--- src/rtl/smr_pkg.sv ---
`timescale 1ns/1ps
package smr_pkg;
  // Decision taken by a clamp stage for one value
  typedef enum logic [1:0] {
    CL_PASS = 2'd0,
    CL_HIGH = 2'd1,
    CL_LOW  = 2'd2
  } clamp_e;
endpackage

--- src/rtl/smr_prod.sv ---
`timescale 1ns/1ps
// Signed array multiplier: sign-extended multiplicand rows, top row subtracted.
module smr_prod #(
  parameter int IN_W = 4
) (
  input  logic [IN_W-1:0]   a,
  input  logic [IN_W-1:0]   b,
  output logic [2*IN_W-1:0] p
);
  localparam int PROD_W = 2 * IN_W;

  logic [PROD_W-1:0] a_ext;
  logic [PROD_W-1:0] row [IN_W];
  logic [PROD_W-1:0] acc [IN_W+1];

  assign a_ext  = {{IN_W{a[IN_W-1]}}, a};
  assign acc[0] = '0;

  for (genvar i = 0; i < IN_W; i++) begin : g_row
    assign row[i] = b[i] ? (a_ext << i) : '0;
    if (i == IN_W - 1) begin : g_neg
      assign acc[i+1] = acc[i] - row[i];
    end else begin : g_pos
      assign acc[i+1] = acc[i] + row[i];
    end
  end

  assign p = acc[IN_W];
endmodule

--- src/rtl/smr_clamp.sv ---
`timescale 1ns/1ps
// Narrows a signed value; out-of-range inputs pin to the nearest limit.
module smr_clamp
  import smr_pkg::*;
#(
  parameter int IN_W  = 8,
  parameter int OUT_W = 6
) (
  input  logic [IN_W-1:0]  d,
  output logic [OUT_W-1:0] q
);
  localparam int TOP_W = IN_W - OUT_W + 1;

  logic [TOP_W-1:0] top_bits;
  logic             top_ones;
  logic             top_zeros;
  clamp_e           sel;

  assign top_bits  = d[IN_W-1:OUT_W-1];
  assign top_ones  = &top_bits;
  assign top_zeros = ~|top_bits;

  always_comb begin
    if (top_ones || top_zeros) begin
      sel = CL_PASS;
    end else if (d[IN_W-1]) begin
      sel = CL_LOW;
    end else begin
      sel = CL_HIGH;
    end
  end

  always_comb begin
    unique case (sel)
      CL_HIGH: q = {1'b0, {(OUT_W-1){1'b1}}};
      CL_LOW:  q = {1'b1, {(OUT_W-1){1'b0}}};
      default: q = d[OUT_W-1:0];
    endcase
  end
endmodule

--- src/rtl/smr_round.sv ---
`timescale 1ns/1ps
// Round half up to the top RND_W bits, then guard against wrap.
module smr_round #(
  parameter int PROD_W = 8,
  parameter int RND_W  = 4
) (
  input  logic [PROD_W-1:0] p,
  output logic [RND_W-1:0]  r
);
  localparam int SHIFT = PROD_W - RND_W;
  localparam logic [PROD_W:0] HALF = (PROD_W+1)'(1) << (SHIFT - 1);

  logic [PROD_W:0]  sum;
  logic [RND_W:0]   wide;
  logic             unused_frac;

  assign sum         = {p[PROD_W-1], p} + HALF;
  assign wide        = sum[PROD_W:SHIFT];
  assign unused_frac = ^sum[SHIFT-1:0];

  smr_clamp #(
    .IN_W  (RND_W + 1),
    .OUT_W (RND_W)
  ) u_guard (
    .d (wide),
    .q (r)
  );
endmodule

--- src/rtl/sat_round_mul.sv ---
`timescale 1ns/1ps
module sat_round_mul #(
  parameter int IN_W  = 4,
  parameter int SAT_W = 6,
  parameter int RND_W = 4
) (
  input  logic             clk,
  input  logic             rst_n,
  input  logic [IN_W-1:0]  op_a,
  input  logic [IN_W-1:0]  op_b,
  output logic [SAT_W-1:0] sat_q,
  output logic [RND_W-1:0] rnd_q
);
  localparam int PROD_W = 2 * IN_W;

  logic [PROD_W-1:0] prod;
  logic [SAT_W-1:0]  sat_d;
  logic [RND_W-1:0]  rnd_d;

  smr_prod #(.IN_W(IN_W)) u_prod (
    .a (op_a),
    .b (op_b),
    .p (prod)
  );

  smr_clamp #(.IN_W(PROD_W), .OUT_W(SAT_W)) u_sat (
    .d (prod),
    .q (sat_d)
  );

  smr_round #(.PROD_W(PROD_W), .RND_W(RND_W)) u_rnd (
    .p (prod),
    .r (rnd_d)
  );

  always_ff @(posedge clk or negedge rst_n) begin
    if (!rst_n) begin
      sat_q <= '0;
      rnd_q <= '0;
    end else begin
      sat_q <= sat_d;
      rnd_q <= rnd_d;
    end
  end
endmodule

--- config.mk ---
export PLATFORM = sky130hd
export DESIGN_NAME = sat_round_mul
export DESIGN_NICKNAME = d
export VERILOG_FILES = /design/src/rtl/smr_pkg.sv /design/src/rtl/smr_prod.sv /design/src/rtl/smr_clamp.sv /design/src/rtl/smr_round.sv /design/src/rtl/sat_round_mul.sv
export SDC_FILE = /design/constraint.sdc
export NUM_CORES = 1
export LEC_CHECK = 0
export BUFFER_PORTS_ARGS = -buffer_cell sky130_fd_sc_hd__buf_4
export CAP_MARGIN = 20
export CORE_MARGIN = 2
export CORE_UTILIZATION = 58
export CTS_BUF_LIST = sky130_fd_sc_hd__clkbuf_8 sky130_fd_sc_hd__clkbuf_16
export CTS_CLUSTER_SIZE = 24
export DETAILED_ROUTE_END_ITERATION = 8
export MAX_ROUTING_LAYER = met4
export PLACE_DENSITY_LB_ADDON = 0.12
export SYNTH_ARGS = -nofsm -noshare
export SYNTH_HDL_FRONTEND = slang
export SYNTH_SLANG_ARGS = --single-unit
export TNS_END_PERCENT = 20
--- constraint.sdc ---
create_clock -name clk -period 0.8 [get_ports clk]
set_input_delay 0.04 -clock clk [delete_from_list [all_inputs] [get_ports clk]]
set_output_delay 0.04 -clock clk [all_outputs]
set_load 0.05 [all_outputs]
==> results of run 1 <==
metrics by stage:
stage / instance area, um^2 / util [%] / cells
after floorplan: 993.5 / - / 104
after global placement: 1359 / 88.15 / 166
after detailed placement: 1359 / 88.15 / 166
kinds of logic after synthesis:
kind of cell | after synthesis
AND/OR/NAND/NOR | 27
multiplexers | 2
XOR/XNOR | 10
flip-flops | 10
AO/OA/AOI/OAI | 18
buffers and inverters | 18
adder cells (fa/ha/maj) | 19
==> results by stage, run 1 <==
Status:
- The run stopped with a tool error.
- The stage where the run came to a stop is clock tree synthesis (4_1_cts).
- The first error in the log reads "[ERROR DPL-0038] Utilization greater than 100%, impossible to legalize".

Clock tree:
- In this run the number of H-tree levels came out at 1.
- The number of cells upsized or downsized after cts is 32.
- CTS placed an instance of sky130_fd_sc_hd__clkbuf_8 at the clock tree root.
- After clock tree synthesis, the setup repair step added 4 buffers.
- The number of buffers inserted for hold repair after clock tree synthesis is 1.
- CTS saw 10 sinks.
- The longest clock path from root to sink contains 2 buffers.
- The number of buffers inserted during clock tree synthesis is 3.

Floorplanning:
- 20 I/O pins were placed.
- The height of the die is 45.18 um.
- The number of standard-cell rows in the floorplan is 14.
- The width of the chip is 45.18 um.
- The initial standard-cell utilization of the core is between 60% and 70%.

Logic synthesis:
- For this run, the leading register cell type out of synthesis is sky130_fd_sc_hd__dfrtp_1.
- The xor and xnor area share after synthesis is under 10%.
- The cell type with the largest total area after synthesis is sky130_fd_sc_hd__dfrtp_1.
- After synthesis the netlist holds a flip-flop and latch count of 10.
- The post-synthesis sequential area ratio is about a quarter.
- The mux contribution to synthesized area is 2.672%.
- Summing the areas of all and, or, nand and nor instances in the mapped netlist gives 12.21% of the synthesized area.
- After synthesis, the most frequently instantiated cells are 18 x sky130_fd_sc_hd__inv_1, 13 x sky130_fd_sc_hd__nand2_1, 10 x sky130_fd_sc_hd__dfrtp_1, 10 x sky130_fd_sc_hd__fa_1, 9 x sky130_fd_sc_hd__ha_1.
- The combinational family with the most area after synthesis is adder cells.
- Ranked by total cell area, the synthesized netlist is headed by sky130_fd_sc_hd__dfrtp_1 25%, sky130_fd_sc_hd__fa_1 20%, sky130_fd_sc_hd__ha_1 11%.
- The area fraction in compound gates after synthesis is 11.32%.
- Yosys mapped a number of flops with a built-in enable equal to 0.
- The synthesized area per cell is 9.456 um^2.
- The most used standard cell by instance count after synthesis is sky130_fd_sc_hd__inv_1.
- The synthesized-area fraction occupied by adder cells is 31.81%.
- The Yosys step of the flow raised 0 warnings.
- The synthesized netlist net count is 133.
- The cell count after synthesis is 104.
- In this run the biggest area consumer among cell types represents 25.45% of the synthesized area.
- The area of the mapped netlist is 983.4 um^2.
- The distinct cell type count after synthesis is 20.
- The share of synthesized flip-flops with an asynchronous set or reset is 100.0%.

Placement:
- Port buffering added 19 buffers.
- Prior to clock tree synthesis, the placed netlist has a worst setup slack of -2.691 ns.
- The HPWL after detailed placement is 2.055 mm.
- The congestion estimate from routability-driven global placement came to 0.7614.
==> run 2: changes to the inputs <==
- CORE_AREA: default -> 2 2 63 65
- CORE_MARGIN: 2 -> default
- CORE_UTILIZATION: 58 -> default
- CTS_BUF_LIST: sky130_fd_sc_hd__clkbuf_8 sky130_fd_sc_hd__clkbuf_16 -> default
- CTS_CLUSTER_SIZE: 24 -> default
- DIE_AREA: default -> 0 0 65 67
- MAX_ROUTING_LAYER: met4 -> default
- PLACE_DENSITY_LB_ADDON: 0.12 -> 0.15
==> results by stage, run 2 <==
Worst setup path:
- For the worst setup path, the data arrival time is 3.26 ns.
- The worst setup path is launched from a primary input.
- STA classifies the critical path endpoint as a flip-flop.
- The worst setup path is of the in -> reg kind.
- At the worst endpoint, the required time is between 0.9 and 1 ns.
- Along the worst path, the maximum fanout reaches 4.

Logic synthesis:
- The number of warnings reported in the yosys synthesis log is 0 (unchanged).
- The count of flip-flops with a built-in enable after synthesis is 0 (unchanged).
- The synthesized netlist net count is 133 (unchanged).
- The area of the mapped netlist is 983.4 um^2 (unchanged).
- The post-synthesis sequential element count is 10 (unchanged).
- The post-synthesis sequential area ratio is 25.45% (unchanged).
- Sorting the synthesized cells by area gives the leading types as sky130_fd_sc_hd__dfrtp_1 25%, sky130_fd_sc_hd__fa_1 20%, sky130_fd_sc_hd__ha_1 11%.
- The area share of the largest cell type after synthesis is 25.45% (unchanged).
- The most used standard cell by instance count after synthesis is sky130_fd_sc_hd__inv_1.
- The synthesized area per cell is 9.456 um^2 (unchanged).
- The distinct cell type count after synthesis is 20 (unchanged).
- The share of synthesized flip-flops with an asynchronous set or reset is 100.0% (unchanged).
- The cell type with the largest total area after synthesis is sky130_fd_sc_hd__dfrtp_1.
- Counting instances in the post-synthesis netlist gives the leading cell types as 18 x sky130_fd_sc_hd__inv_1, 13 x sky130_fd_sc_hd__nand2_1, 10 x sky130_fd_sc_hd__dfrtp_1, 10 x sky130_fd_sc_hd__fa_1, 9 x sky130_fd_sc_hd__ha_1.
- The main flop type after synthesis is sky130_fd_sc_hd__dfrtp_1.
- The cell count after synthesis is 104 (unchanged).

Placement:
- The pre-CTS setup slack is -2.711 ns (-0.02004 ns).
- The placer's final routability congestion estimate is 0.7231 (-5.0%).
- The number of instances in the placed design is 201 (+21%).
- The count of port buffers added during placement is 19 (unchanged).
- The cell area after placement is 0.001421 mm^2 (+4.6%).
- The half-perimeter wire length after detailed placement came to 1.640 mm (-20%).

Finish:
- The filler cells instantiated in the layout total between 300 and 400.
- For this run, the number of standard cells in the final layout without fillers is 211.
- The post-route netlist has 50.92% of its cells at a drive strength greater than 1.
- The top cell types in the final layout, fill and taps aside, are 40 x sky130_fd_sc_hd__buf_4, 17 x sky130_fd_sc_hd__inv_1, 14 x sky130_fd_sc_hd__buf_6, 12 x sky130_fd_sc_hd__nand2_1, 10 x sky130_fd_sc_hd__dfrtp_1.
- The area of all placed cells without fillers is 0.001729 mm^2.
- The post-synthesis to final-layout area growth is 75.83%.
- The flip-flop count of the largest register, all copies and words added is 6.
- In the final design database the tool counted 193 nets.
- The library cell used most frequently in the layout, excluding fill and tap cells, is sky130_fd_sc_hd__buf_4.
- The largest registers in the layout are sat_q: 6 flops, rnd_q: 4 flops.
- The top register by number of flip-flops is sat_q.
- The number of antenna cells inserted is 0.

STA:
- The actual slew at the worst max-slew pin is 0.3994 ns.
- The number of hold violations in the final report is 0.
- The final number of setup-violating endpoints is 10.
- The final max-slew violation count is 0.
- The final period demand of the worst path is 3.148 ns.
- Hold is met by 0.1704 ns.
- Measured against its own limit, the worst slew margin works out to 73.24%.
- The portion of the clock cycle consumed by the worst path in the final layout is 393.5%.
- The maximum clock rate is roughly 0.32 GHz.
- Setup repair after global routing could not meet its margin everywhere.
- The setup slack of the critical path after layout is -2.348 ns.

Global route:
- The via count of the first global-routing pass is 955.
- The number of antenna violations at the first check in global routing came to 0.
- Entering global routing, the biggest net connects 11 pins.
- The wire length of the first global-routing pass is 3.726 mm.
- The total congestion overflow after global routing is 0.
- The total routing resource utilization after global routing is 10.79%.

Drt:
- In the routed design, unresolved DRC markers number 0.
- Across all layers, the routed design uses 890 vias.
- The number of nets with antenna violations after routing is 0.
- The routed length per placed instance is 9.905 um.
- The first detailed-routing pass took 4 iterations.
- Wires add up to between 2 and 2.5 mm.
- In this run, the number of DRC markers left after iteration 0 of detailed routing was 21.
- In the routed layout, each cell is associated on average with a via count of 4.218.

Flow run:
- The number of maximum-capacitance violations is 0.

Clock tree:
- The number of buffers on the longest clock path is 2 (unchanged).
- The CTS tree is done.
- The H-tree depth reported by CTS is 1 (unchanged).
- The buffer type at the clock tree root is sky130_fd_sc_hd__clkbuf_8.
- The post-CTS clock slew at the launch and capture registers of the worst setup and hold paths is 0.04 ns.
- The number of buffers inserted during clock tree synthesis is 3 (unchanged).
- The number of clock sinks is 10 (unchanged).

Floorplanning:
- The number of standard-cell rows in the floorplan is 22 (+8).
- The initial standard-cell utilization of the core is 27.27% (-37 points).
- The number of top-level pins came to 20 (unchanged).
- The width of the chip is 65 um (+44%).
- The floorplan step defined a die boundary enclosing 0.004355 mm^2.
- The height of the die is 67 um (+48%).
- The standard cell core area is approximately 0.0036 mm^2.

Hold path:
- The class of the tightest hold or removal check is in -> async.

Power:
- The cell leakage power is 0.8469 nW.
- Dividing total power by cell area gives a power density of 4408 mW/mm^2.
- The total power after layout is between 7 and 8 mW.
- IR analysis of the VDD net gives a maximum drop of 0.001389 V.

Status:
- The run finished, with violations left.
- The final reports fail on negative setup slack.
run 2: cell counts after synthesis:
No cell type changed its count.
run 2: worst paths after layout:
kind                             to  cells past startpoint    start
setup / recovery           rnd_q[0]                     15  op_b[1]
hold / removal             sat_q[4]                      2    rst_n
max in group asynchronous  rnd_q[2]                      2    rst_n
min in group clk           sat_q[0]                      4  op_b[0]
run 2: repair_timing:
action	CTS	global route
endpoints found under the setup margin	20	20
hold endpoints to repair	10	0
pin swaps	12	10
setup buffers	6	1
resized for setup	27	14
hold buffers	1	0
run 2: cell families after synthesis:
kind of cell / synth area share [%]
adders and majority gates: 31.81
AOI/OAI and AO/OA: 11.32
and+or+nand+nor: 12.21
buffers and inverters: 6.870
DFF: 25.45
muxes: 2.671
xor gates and xnor gates: 9.669
run 2: critical path, cell delays in order:
cell	delay, ns
sky130_fd_sc_hd__buf_6	0.10
sky130_fd_sc_hd__and2_4	0.15
sky130_fd_sc_hd__fa_1	0.49
sky130_fd_sc_hd__inv_1	0.05
sky130_fd_sc_hd__fa_1	0.54
sky130_fd_sc_hd__inv_2	0.05
sky130_fd_sc_hd__ha_4	0.25
sky130_fd_sc_hd__a21o_1	0.16
sky130_fd_sc_hd__a21oi_4	0.09
sky130_fd_sc_hd__o31ai_4	0.22
sky130_fd_sc_hd__xor2_2	0.24
sky130_fd_sc_hd__inv_1	0.11
sky130_fd_sc_hd__xnor2_1	0.14
sky130_fd_sc_hd__ha_1	0.34
sky130_fd_sc_hd__mux2_4	0.30
run 2: final cells by class:
| class | count | area, um^2 | share of cell area, % |
|---|---|---|---|
| timing repair buffer | 55 | 467.9 | 27.06 |
| sequential | 10 | 250.2 | 14.47 |
| clock buffer | 4 | 55.05 | 3.184 |
| inverter | 18 | 67.56 | 3.907 |
| tap | 48 | 60.06 | 3.473 |
| multi-input combinational | 76 | 828.3 | 47.90 |
run 2: where the power goes:
part / internal, mW / switching, mW / leakage, nW / total [mW]
logic: 2.96 / 3.12 / 0.701 / 6.08
clock network: 0.431 / 0.184 / 0.0288 / 0.615
registers: 0.823 / 0.109 / 0.117 / 0.932
total: 4.21 / 3.41 / 0.847 / 7.62
run 2: metal layers:
layer / vias up / track usage [%] / routed length (um)
met5: - / 0 / 0
met2: 13 / 20.75 / 1173
met1: 427 / 11.93 / 834
li1: 447 / - / -
met4: 0 / 3.989 / 29
met3: 3 / 1.520 / 52
run 2: through the flow:
| stage | TNS, ns | utilization [%] |
|---|---|---|
| 2_1_floorplan | -19.80 | - |
| 3_5_place_dp | -23.27 | 39.42 |
| 4_1_cts | -20.28 | 44.90 |
| 3_3_place_gp | -22.83 | 39.42 |
| 6_report | -20.23 | 47.95 |
| 5_1_grt | -21.49 | 47.95 |
Note: power is estimated with default switching activity, not from simulation.
